File: src/rtl/pwm_chan_pkg.sv
package pwm_chan_pkg;
   typedef enum logic {
      MODE_PERIODIC = 1'b0,
      MODE_ONESHOT  = 1'b1
   } pwm_mode_e;

   localparam int PER_SLOT = 0;
   localparam int CMP_SLOT = 1;
   localparam int N_SLOTS  = 2;
endpackage

File: src/rtl/pwm_shadow_regs.sv
module pwm_shadow_regs
   import pwm_chan_pkg::*;
#(
   parameter int CNT_W = 16
) (
   input  logic             clk,
   input  logic             rst_n,
   input  logic             per_wr_i,
   input  logic [CNT_W-1:0] per_data_i,
   input  logic             cmp_wr_i,
   input  logic [CNT_W-1:0] cmp_data_i,
   input  logic             load_i,
   output logic [CNT_W-1:0] per_stage_o,
   output logic [CNT_W-1:0] cmp_act_o
);
   if (CNT_W < 2) begin : g_bad_width
      $error("pwm_shadow_regs: CNT_W must be at least 2");
   end

   logic [N_SLOTS-1:0]            wr_en;
   logic [N_SLOTS-1:0][CNT_W-1:0] wr_data;
   logic [N_SLOTS-1:0][CNT_W-1:0] stage_q;
   logic [CNT_W-1:0]              cmp_act_q;

   assign wr_en[PER_SLOT]   = per_wr_i;
   assign wr_en[CMP_SLOT]   = cmp_wr_i;
   assign wr_data[PER_SLOT] = per_data_i;
   assign wr_data[CMP_SLOT] = cmp_data_i;

   for (genvar s = 0; s < N_SLOTS; s++) begin : g_slot
      always_ff @(posedge clk or negedge rst_n) begin
         if (!rst_n)        stage_q[s] <= '0;
         else if (wr_en[s]) stage_q[s] <= wr_data[s];
      end
      // the period's live copy is the counter itself; only compare needs one
      if (s == CMP_SLOT) begin : g_live
         always_ff @(posedge clk or negedge rst_n) begin
            if (!rst_n)      cmp_act_q <= '0;
            else if (load_i) cmp_act_q <= stage_q[s];
         end
      end
   end

   assign per_stage_o = stage_q[PER_SLOT];
   assign cmp_act_o   = cmp_act_q;

   AST_CMP_FROZEN: assert property (@(posedge clk) disable iff (!rst_n)
      !load_i |=> $stable(cmp_act_q));
   AST_CMP_TAKEN: assert property (@(posedge clk) disable iff (!rst_n)
      load_i |=> cmp_act_q == $past(stage_q[CMP_SLOT]));
endmodule

File: src/rtl/pwm_down_counter.sv
module pwm_down_counter
   import pwm_chan_pkg::*;
#(
   parameter int CNT_W = 16
) (
   input  logic             clk,
   input  logic             rst_n,
   input  logic             tick_i,
   input  logic             start_i,
   input  logic             stop_i,
   input  pwm_mode_e        mode_i,
   input  logic [CNT_W-1:0] reload_val_i,
   output logic [CNT_W-1:0] cnt_o,
   output logic             run_o,
   output logic             zero_evt_o,
   output logic             reload_o
);
   if (CNT_W < 2) begin : g_bad_width
      $error("pwm_down_counter: CNT_W must be at least 2");
   end

   logic [CNT_W-1:0] cnt_q;
   logic             run_q;
   logic             at_zero;
   logic             step;

   assign at_zero    = (cnt_q == '0);
   assign step       = run_q & tick_i & ~stop_i;
   assign zero_evt_o = step & at_zero;
   assign reload_o   = zero_evt_o & (mode_i == MODE_PERIODIC);

   always_ff @(posedge clk or negedge rst_n) begin
      if (!rst_n) begin
         cnt_q <= '0;
         run_q <= 1'b0;
      end else if (start_i) begin
         cnt_q <= reload_val_i;
         run_q <= 1'b1;
      end else if (stop_i) begin
         run_q <= 1'b0;
      end else if (step) begin
         if (!at_zero)      cnt_q <= cnt_q - 1'b1;
         else if (reload_o) cnt_q <= reload_val_i;
         else               run_q <= 1'b0;
      end
   end

   assign cnt_o = cnt_q;
   assign run_o = run_q;

   AST_DEC_ONE: assert property (@(posedge clk) disable iff (!rst_n)
      (run_q && tick_i && !stop_i && !at_zero) |=> cnt_q == $past(cnt_q) - 1'b1);
   AST_IDLE_HOLD: assert property (@(posedge clk) disable iff (!rst_n)
      (!run_q && !start_i) |=> $stable(cnt_q));
   AST_ONESHOT_HALT: assert property (@(posedge clk) disable iff (!rst_n)
      (zero_evt_o && mode_i == MODE_ONESHOT) |=> !run_q);
   AST_PERIODIC_RELOAD: assert property (@(posedge clk) disable iff (!rst_n)
      reload_o |=> (run_q && cnt_q == $past(reload_val_i)));
endmodule

File: src/rtl/pwm_level_gen.sv
module pwm_level_gen #(
   parameter int CNT_W = 16
) (
   input  logic             clk,
   input  logic             rst_n,
   input  logic             run_i,
   input  logic             load_i,
   input  logic [CNT_W-1:0] cnt_i,
   input  logic [CNT_W-1:0] cmp_i,
   output logic             pwm_o
);
   logic hit_q;
   logic hit_now;

   assign hit_now = (cnt_i == cmp_i);

   // once the count meets compare the level latches high until the next load
   always_ff @(posedge clk or negedge rst_n) begin
      if (!rst_n)                  hit_q <= 1'b0;
      else if (load_i || !run_i)   hit_q <= 1'b0;
      else if (hit_now)            hit_q <= 1'b1;
   end

   assign pwm_o = run_i & (hit_q | hit_now);

   AST_LEVEL_HOLD: assert property (@(posedge clk) disable iff (!rst_n)
      (run_i && pwm_o && !load_i) |=> (pwm_o || !run_i));
endmodule

File: src/rtl/pwm_dbuf_channel.sv
module pwm_dbuf_channel
   import pwm_chan_pkg::*;
#(
   parameter int CNT_W = 16
) (
   input  logic             clk,
   input  logic             rst_n,
   input  logic             tick_i,
   input  logic             per_wr_i,
   input  logic [CNT_W-1:0] per_data_i,
   input  logic             cmp_wr_i,
   input  logic [CNT_W-1:0] cmp_data_i,
   input  logic             ctl_wr_i,
   input  logic             ctl_run_i,
   input  logic             ctl_oneshot_i,
   input  logic             irq_clr_i,
   output logic             pwm_o,
   output logic             irq_o
);
   if (CNT_W < 2 || CNT_W > 32) begin : g_bad_width
      $error("pwm_dbuf_channel: CNT_W must lie in 2..32");
   end

   pwm_mode_e        mode_q;
   logic             run;
   logic             start;
   logic             stop;
   logic             zero_evt;
   logic             reload;
   logic             load;
   logic             irq_q;
   logic [CNT_W-1:0] cnt;
   logic [CNT_W-1:0] per_stage;
   logic [CNT_W-1:0] cmp_act;

   assign start = ctl_wr_i & ctl_run_i & ~run;
   assign stop  = ctl_wr_i & ~ctl_run_i;
   assign load  = start | reload;

   always_ff @(posedge clk or negedge rst_n) begin
      if (!rst_n)        mode_q <= MODE_PERIODIC;
      else if (ctl_wr_i) mode_q <= ctl_oneshot_i ? MODE_ONESHOT : MODE_PERIODIC;
   end

   always_ff @(posedge clk or negedge rst_n) begin
      if (!rst_n)         irq_q <= 1'b0;
      else if (zero_evt)  irq_q <= 1'b1;
      else if (irq_clr_i) irq_q <= 1'b0;
   end
   assign irq_o = irq_q;

   pwm_shadow_regs #(.CNT_W(CNT_W)) u_shadow (
      .clk(clk), .rst_n(rst_n),
      .per_wr_i(per_wr_i), .per_data_i(per_data_i),
      .cmp_wr_i(cmp_wr_i), .cmp_data_i(cmp_data_i),
      .load_i(load), .per_stage_o(per_stage), .cmp_act_o(cmp_act));

   pwm_down_counter #(.CNT_W(CNT_W)) u_count (
      .clk(clk), .rst_n(rst_n), .tick_i(tick_i),
      .start_i(start), .stop_i(stop), .mode_i(mode_q),
      .reload_val_i(per_stage), .cnt_o(cnt), .run_o(run),
      .zero_evt_o(zero_evt), .reload_o(reload));

   pwm_level_gen #(.CNT_W(CNT_W)) u_level (
      .clk(clk), .rst_n(rst_n), .run_i(run), .load_i(load),
      .cnt_i(cnt), .cmp_i(cmp_act), .pwm_o(pwm_o));

   AST_IRQ_ON_ZERO: assert property (@(posedge clk) disable iff (!rst_n)
      zero_evt |=> irq_o);
   AST_STOP_LOW: assert property (@(posedge clk) disable iff (!rst_n)
      stop |=> !pwm_o);
   AST_LOAD_STARTS_LOW: assert property (@(posedge clk) disable iff (!rst_n)
      (load && per_stage != '0 && cnt == '0) |=> (run && cnt != '0));
endmodule

File: config.mk
export PLATFORM = sky130hd
export DESIGN_NAME = pwm_dbuf_channel
export DESIGN_NICKNAME = d
export VERILOG_FILES = /design/src/rtl/pwm_chan_pkg.sv /design/src/rtl/pwm_shadow_regs.sv /design/src/rtl/pwm_down_counter.sv /design/src/rtl/pwm_level_gen.sv /design/src/rtl/pwm_dbuf_channel.sv
export SDC_FILE = /design/constraint.sdc
export NUM_CORES = 1
export LEC_CHECK = 0
export BUFFER_PORTS_ARGS = -buffer_cell sky130_fd_sc_hd__buf_2
export CAP_MARGIN = 20
export CORE_MARGIN = 1
export CORE_UTILIZATION = 30
export DETAILED_ROUTE_END_ITERATION = 8
export PLACE_DENSITY = 0.59
export SLEW_MARGIN = 25
export SYNTH_ARGS = -nofsm -noshare
export SYNTH_HDL_FRONTEND = slang
export SYNTH_HIERARCHICAL = 1
export SYNTH_SLANG_ARGS = --single-unit
File: constraint.sdc
create_clock -name clk -period 2.5 [get_ports clk]
set_clock_uncertainty 0.15 [all_clocks]
set_input_delay 0.125 -clock clk [delete_from_list [all_inputs] [get_ports clk]]
set_output_delay 0.125 -clock clk [all_outputs]
set_load 0.01 [all_outputs]
* Yosys cells after proc, flatten, opt, wreduce, memory -nomap -nowiden
Cells that the tools add are included.
** Word-level totals
- Register bits after elaboration :: 68
- Input port bits :: 41
- Output and inout bits :: 2
- Word-level logic and storage cells :: 52
** Cells by class
- Add/subtract/negate cells :: 1
- Eq/ne operators :: 4
- Mux-type cells :: 15
- Bitwise gates (word level) :: 14
- Reduce and logical (&&, ||, !) cells :: 10
** Operator list (number)
- $mux 16 :: 5
- $eq 16x16->1 :: 1
- $logic_not 16->1 :: 1
- $sub 16x1->16 const B :: 1
- $mux 1 :: 10
- $and 1x1->1 :: 8
- $reduce_and 3->1 :: 2
- $reduce_bool 2->1 :: 3
- $reduce_bool 3->1 :: 2
- $not 1->1 :: 4
- $ne 3x2->1 const B :: 1
- $ne 3x3->1 const B :: 1
- $ne 2x2->1 const B :: 1
- $or 1x1->1 :: 2
- $logic_not 1->1 :: 1
- $logic_or 1x1->1 :: 1

* Longest topological paths before layout
- Depth in word-level cells :: 11
- Mapped depth :: 9
- Depth with buffers taken out :: 7

* By module
The synthesis kept the hierarchy.
** By module, submodules not included
- pwm_shadow_regs :: instances 1, cells an instance 118, area an instance 2068.2 um2
- pwm_down_counter :: instances 1, cells an instance 148, area an instance 1318.8 um2
- pwm_level_gen :: instances 1, cells an instance 24, area an instance 217.7 um2
- pwm_dbuf_channel :: instances 1, cells an instance 9, area an instance 97.6 um2

* Least setup slack after synthesis
No wires, ideal clock.
- Path kind :: reg-to-reg
- From :: reg u_count.cnt_q[0], in the netlist u_count/cnt_o[0]
- To :: reg u_shadow.cmp_act_q[10], in the netlist u_shadow/cmp_act_o[10]
- Library setup time :: 0.125 ns
- Arrival :: 2.230 ns
- Required time :: 2.225 ns
- Slack :: -0.005 ns
- Stages on the path, launching flop included :: 10
- Period minus slack after synthesis :: 2.505 ns
- Path through :: dfrtp_1 inv_1 ha_1 nor4b_4 nand4_1 nor3_1 o21bai_1 buf_6 buf_12 mux2_4
** On the way
- Cells in the longest elaborated chain, start to end :: 4
** Ends and longest elaborated chain
- start: declaration :: RTL line pwm_down_counter.sv:22 : logic [CNT_W-1:0] cnt_q;
- start signal: assignment :: RTL line pwm_down_counter.sv:37 : cnt_q <= reload_val_i;
- start signal: assignment :: RTL line pwm_down_counter.sv:42 : if (!at_zero) cnt_q <= cnt_q - 1'b1;
- start signal: assignment :: RTL line pwm_down_counter.sv:43 : else if (reload_o) cnt_q <= reload_val_i;
- $logic_not 16->1 :: RTL line pwm_down_counter.sv:27 : assign at_zero = (cnt_q == '0);
- $and 1x1->1 :: RTL line pwm_down_counter.sv:29 : assign zero_evt_o = step & at_zero;
- $and 1x1->1 :: RTL line pwm_down_counter.sv:30 : assign reload_o = zero_evt_o & (mode_i == MODE_PERIODIC);
- via reload :: RTL line pwm_dbuf_channel.sv:29 : logic reload;
- $or 1x1->1 :: RTL line pwm_dbuf_channel.sv:38 : assign load = start | reload;
- via load :: RTL line pwm_dbuf_channel.sv:30 : logic load;
- end signal: assignment :: RTL line pwm_shadow_regs.sv:39 : else if (load_i) cmp_act_q <= stage_q[s];
- end: declaration :: RTL line pwm_shadow_regs.sv:23 : logic [CNT_W-1:0] cmp_act_q;
The timed path passes the listed nets, and every way through them passes these cells.
A chain may end at the register's enable or synchronous reset.

* Worst setup path after layout
- From :: reg u_count.cnt_q[2], in the netlist u_count/cnt_o[2]
- To :: out pwm_o
** On the way
- Cells in the longest elaborated chain, start to end :: 3
** Ends and longest elaborated chain
- $eq 16x16->1 :: RTL line pwm_level_gen.sv:15 : assign hit_now = (cnt_i == cmp_i);
- $or 1x1->1 :: RTL line pwm_level_gen.sv:24 : assign pwm_o = run_i & (hit_q | hit_now);
- $and 1x1->1 :: RTL line pwm_level_gen.sv:24
- end: declaration :: RTL line pwm_dbuf_channel.sv:17 : output logic pwm_o,
Every way passes these cells.

==> metrics.md <==
| Metric | Value |
|---|---|
| Die area | `0.0128 mm2` |
| Fill count | `1175` |
| Setup CP Type | `flop to output port` |
| Post-DP HPWL | `6310 um` |
| Initial DRC Count | `164` |
| Post-synthesis net count | `342` |
| Via count | `2613` |
| Largest net degree at the start of global routing | `30` |
| Launching point of the worst reg2reg path | `u_count/cnt_o[0]` |
| # rows | `40` |
| Resized Gates After CTS | `0` |
| Cts hold-fix bufs | `37` |
| M3 GR Usage | `3.16%` |
| Total Power | `0.00379 W` |
| Synthesized cell area | `0.00370 mm2` |
| ANT nets after route | `0` |
| Setup TNS | `0 ns` |
| Setup-failing EPs final | `0` |
| Syn_area_per_cell | `12.4 um2` |
| Fmax | `432 MHz` |
| Relative slew slack | `58.1%` |
| Worst flop-to-flop path endpoint | `u_shadow/cmp_act_o[3]` |
| Setup Buffers After CTS | `0` |
| CTS Sinks | `68` |
| Pwr Density | `807 mW/mm2` |
| Status | `finished clean` |
| Antenna diode count | `0` |
| CP Data Required Time | `2.23 ns` |
| Vias per cell | `4.89` |
| Root buffer cell | `clkbuf_16` |
| #FFs+latches synth | `68` |
| Fin util | `39.1%` |
| Total Routing Usage GR | `14.6%` |
| Total gr overflow | `0` |
| Distinct cells, synth | `60` |
| Worst path arrival time | `2.04 ns` |
| Die height | `113 um` |
| Routed Wire Length | `8610 um` |
| Largest cells by area after synthesis | `dfrtp_1, mux2_4, mux2_2` |
| Worst-path fanout max | `6` |
| Routing usage on met1 | `19.9%` |
| DRC | `0` |
| FFs w/ async S/R, synth | `100%` |
| Clk pin slew, worst setup/hold paths | `0.06 ns` |
| Initial Util | `30.8%` |
| Total CTS buffers | `9` |
| FF-to-FF setup slack | `0.21 ns` |
| Largest area contributor in the netlist | `dfrtp_1` |
| Final Hold Fails | `0` |
| Synth top area share | `46.0%` |
| YS warnings | `6` |
| Initial antenna violation count | `0` |
| Max-Cap Viols | `0` |
| Largest family of logic cells by synthesized area | `multiplexers` |
| IO Count | `43` |
| R2r worst-path depth | `8` |
| Setup repair after global routing missed its margin | `false` |
| P_leak | `2.06 nW` |
| Initial DRT Pass Iterations | `4` |
| Crit share post-route | `92.5%` |
| Crit start category | `flop` |
| Crit path to | `pwm_o` |
| Worst setup path start | `u_count/cnt_o[2]` |
| Post-synth EDFFs | `0` |
| DR WL/cell | `16.1 um` |
| Placer congestion estimate | `0.847` |
| Synth Area in XOR/XNOR | `3.79%` |
| Fraction of layout cells with a size suffix above 1 | `36.7%` |
| Post-Synthesis Cells | `299` |
| CTS Buffer Depth | `2` |
| Compound-Gate Fraction of Synth Area | `10.6%` |
| Crit end category | `output port` |
| Area Growth Syn to Fin | `26.9%` |
| Mux cell area share after synthesis | `18.3%` |
| Post-layout minimum cycle time | `2.31 ns` |
| Global routing's busiest layer | `met2` |
| Most common cell after layout, fill and taps aside | `dfrtp_1` |
| Slew Limit Fails | `0` |
| Clock Latency Late Sink | `0.33 ns` |
| Commonest non-fill, non-tap cells in the layout | `dfrtp_1, buf_2, dlygate4sd3_1` |
| Worst-Margin Slew | `0.629 ns` |
| Simple-gate share of the synthesized area | `13.3%` |
| Sequential element share of the synthesized area | `46.0%` |
| Nets@finish | `425` |
| Maximum VDD drop | `413 uV` |
| Die Wd | `113 um` |
| Min-delay worst type | `primary input to flop` |
| Global-route wire length before repair | `14500 um` |
| H-Tree Depth | `3` |
| Port bufs | `42` |
| Adder-Cell Fraction of Synth Area | `0.676%` |
| CTS tree | `yes` |
| Number of global-route vias before repair | `2790` |
| Post-synth top flop | `dfrtp_1` |
| Core Area | `0.0120 mm2` |
| Met2 Use GR | `22.7%` |
## report_power, final
group          internal, W  switching, W  leakage (nW)
Clock             0.000724      0.000462         0.134
Combinational     0.000546      0.000448          1.13
Sequential         0.00133      0.000274         0.799
Total              0.00260       0.00118          2.06
## layer usage
| layer | up-vias | part of all wire, % |
|---|---|---|
| li1 | 1251 | - |
| met1 | 1294 | 48 |
| met3 | 11 | 4.5 |
| met5 | - | 0 |
| met2 | 57 | 46 |
| met4 | 0 | 1.7 |
## critical path, cell delays in order, from the launching register on
cell and delay, ns:
dfrtp_1 0.45, buf_4 0.19, xor2_1 0.14, nor4_1 0.36, a41oi_1 0.23, nor2b_1 0.19, buf_2 0.15
## registers in the layout, summed over array words and instances, names as in the netlist
signal,count
u_level/hit_q,1
u_count/cnt_o,16
u_shadow/cmp_act_o,16
u_count/run_o,1
u_shadow/stage_q,16
mode_q,1
u_shadow/per_stage_o,16
irq_o,1
## cells in the mapped netlist, types with 2 or more instances
cell      number
nand2_1        8
nor4b_1        3
dfrtp_1       68
buf_4         17
inv_1          9
a22oi_1        2
o21ai_1        6
buf_12         3
a221o_1        2
nor2_1        21
nand3b_1       2
a41oi_1        2
mux2_4        31
nand3_1        4
buf_6          3
a21o_1         3
o32a_1         2
and3_1         3
nand4_1        3
a32oi_1        2
a211oi_1       5
a21oi_1        8
ha_1           2
nor4_1         7
nor2b_1        2
nor3_2         2
nor3_1         7
and4_1         2
clkbuf_1       3
mux2_2        18
a31oi_1        3
o21ai_0        2
nor4_4         2
xor2_1        16
## per-stage QoR
step                      hold slack, ns  worst slack, ns  area [um2]  instances
after floorplan                   -0.321           0.0354        3710        299
after global placement            0.0145            0.255        4040        481
after detailed placement          0.0291            0.221        4040        481
after CTS                        0.00823            0.169        4700        534
after global routing              0.0349           0.0441        4700        534
final                             0.0104            0.188        4700        534
## worst min path at each step
stage | start | to | slack (ns) | cells past startpoint
6_report | ctl_run_i | u_count/run_o | 0.01 | 4
5_1_grt | ctl_run_i | u_count/run_o | 0.03 | 4
4_1_cts | ctl_run_i | u_count/run_o | 0.008 | 4
3_5_place_dp | rst_n | u_shadow/stage_q[29] | 0.03 | 1
3_3_place_gp | rst_n | u_shadow/stage_q[30] | 0.01 | 1
2_1_floorplan | rst_n | irq_o | -0.32 | 0
## final cells by class
class / instances / area, um2 / share of cell area [%]
Sequential cell: 68 / 1700 / 36.2
Clock inverter: 5 / 36.3 / 0.773
Timing Repair Buffer: 99 / 756 / 16.1
Inverter: 9 / 33.8 / 0.719
Tap cell: 147 / 184 / 3.92
Clock buffer: 11 / 253 / 5.38
Multi-Input combinational cell: 195 / 1730 / 36.9
## logic make-up (layout without fill, tap and decap cells)
logic type               after synthesis  after routing
AO/OA/AOI/OAI                         50             50
AND/OR/NAND/NOR                       77             77
buffers and inverters                 36            124
multiplexers                          50             50
XOR/XNOR                              16             16
flip-flops                            68             68
adder cells (fa/ha/maj)                2              2
Note: power is estimated with default switching activity, not from simulation.
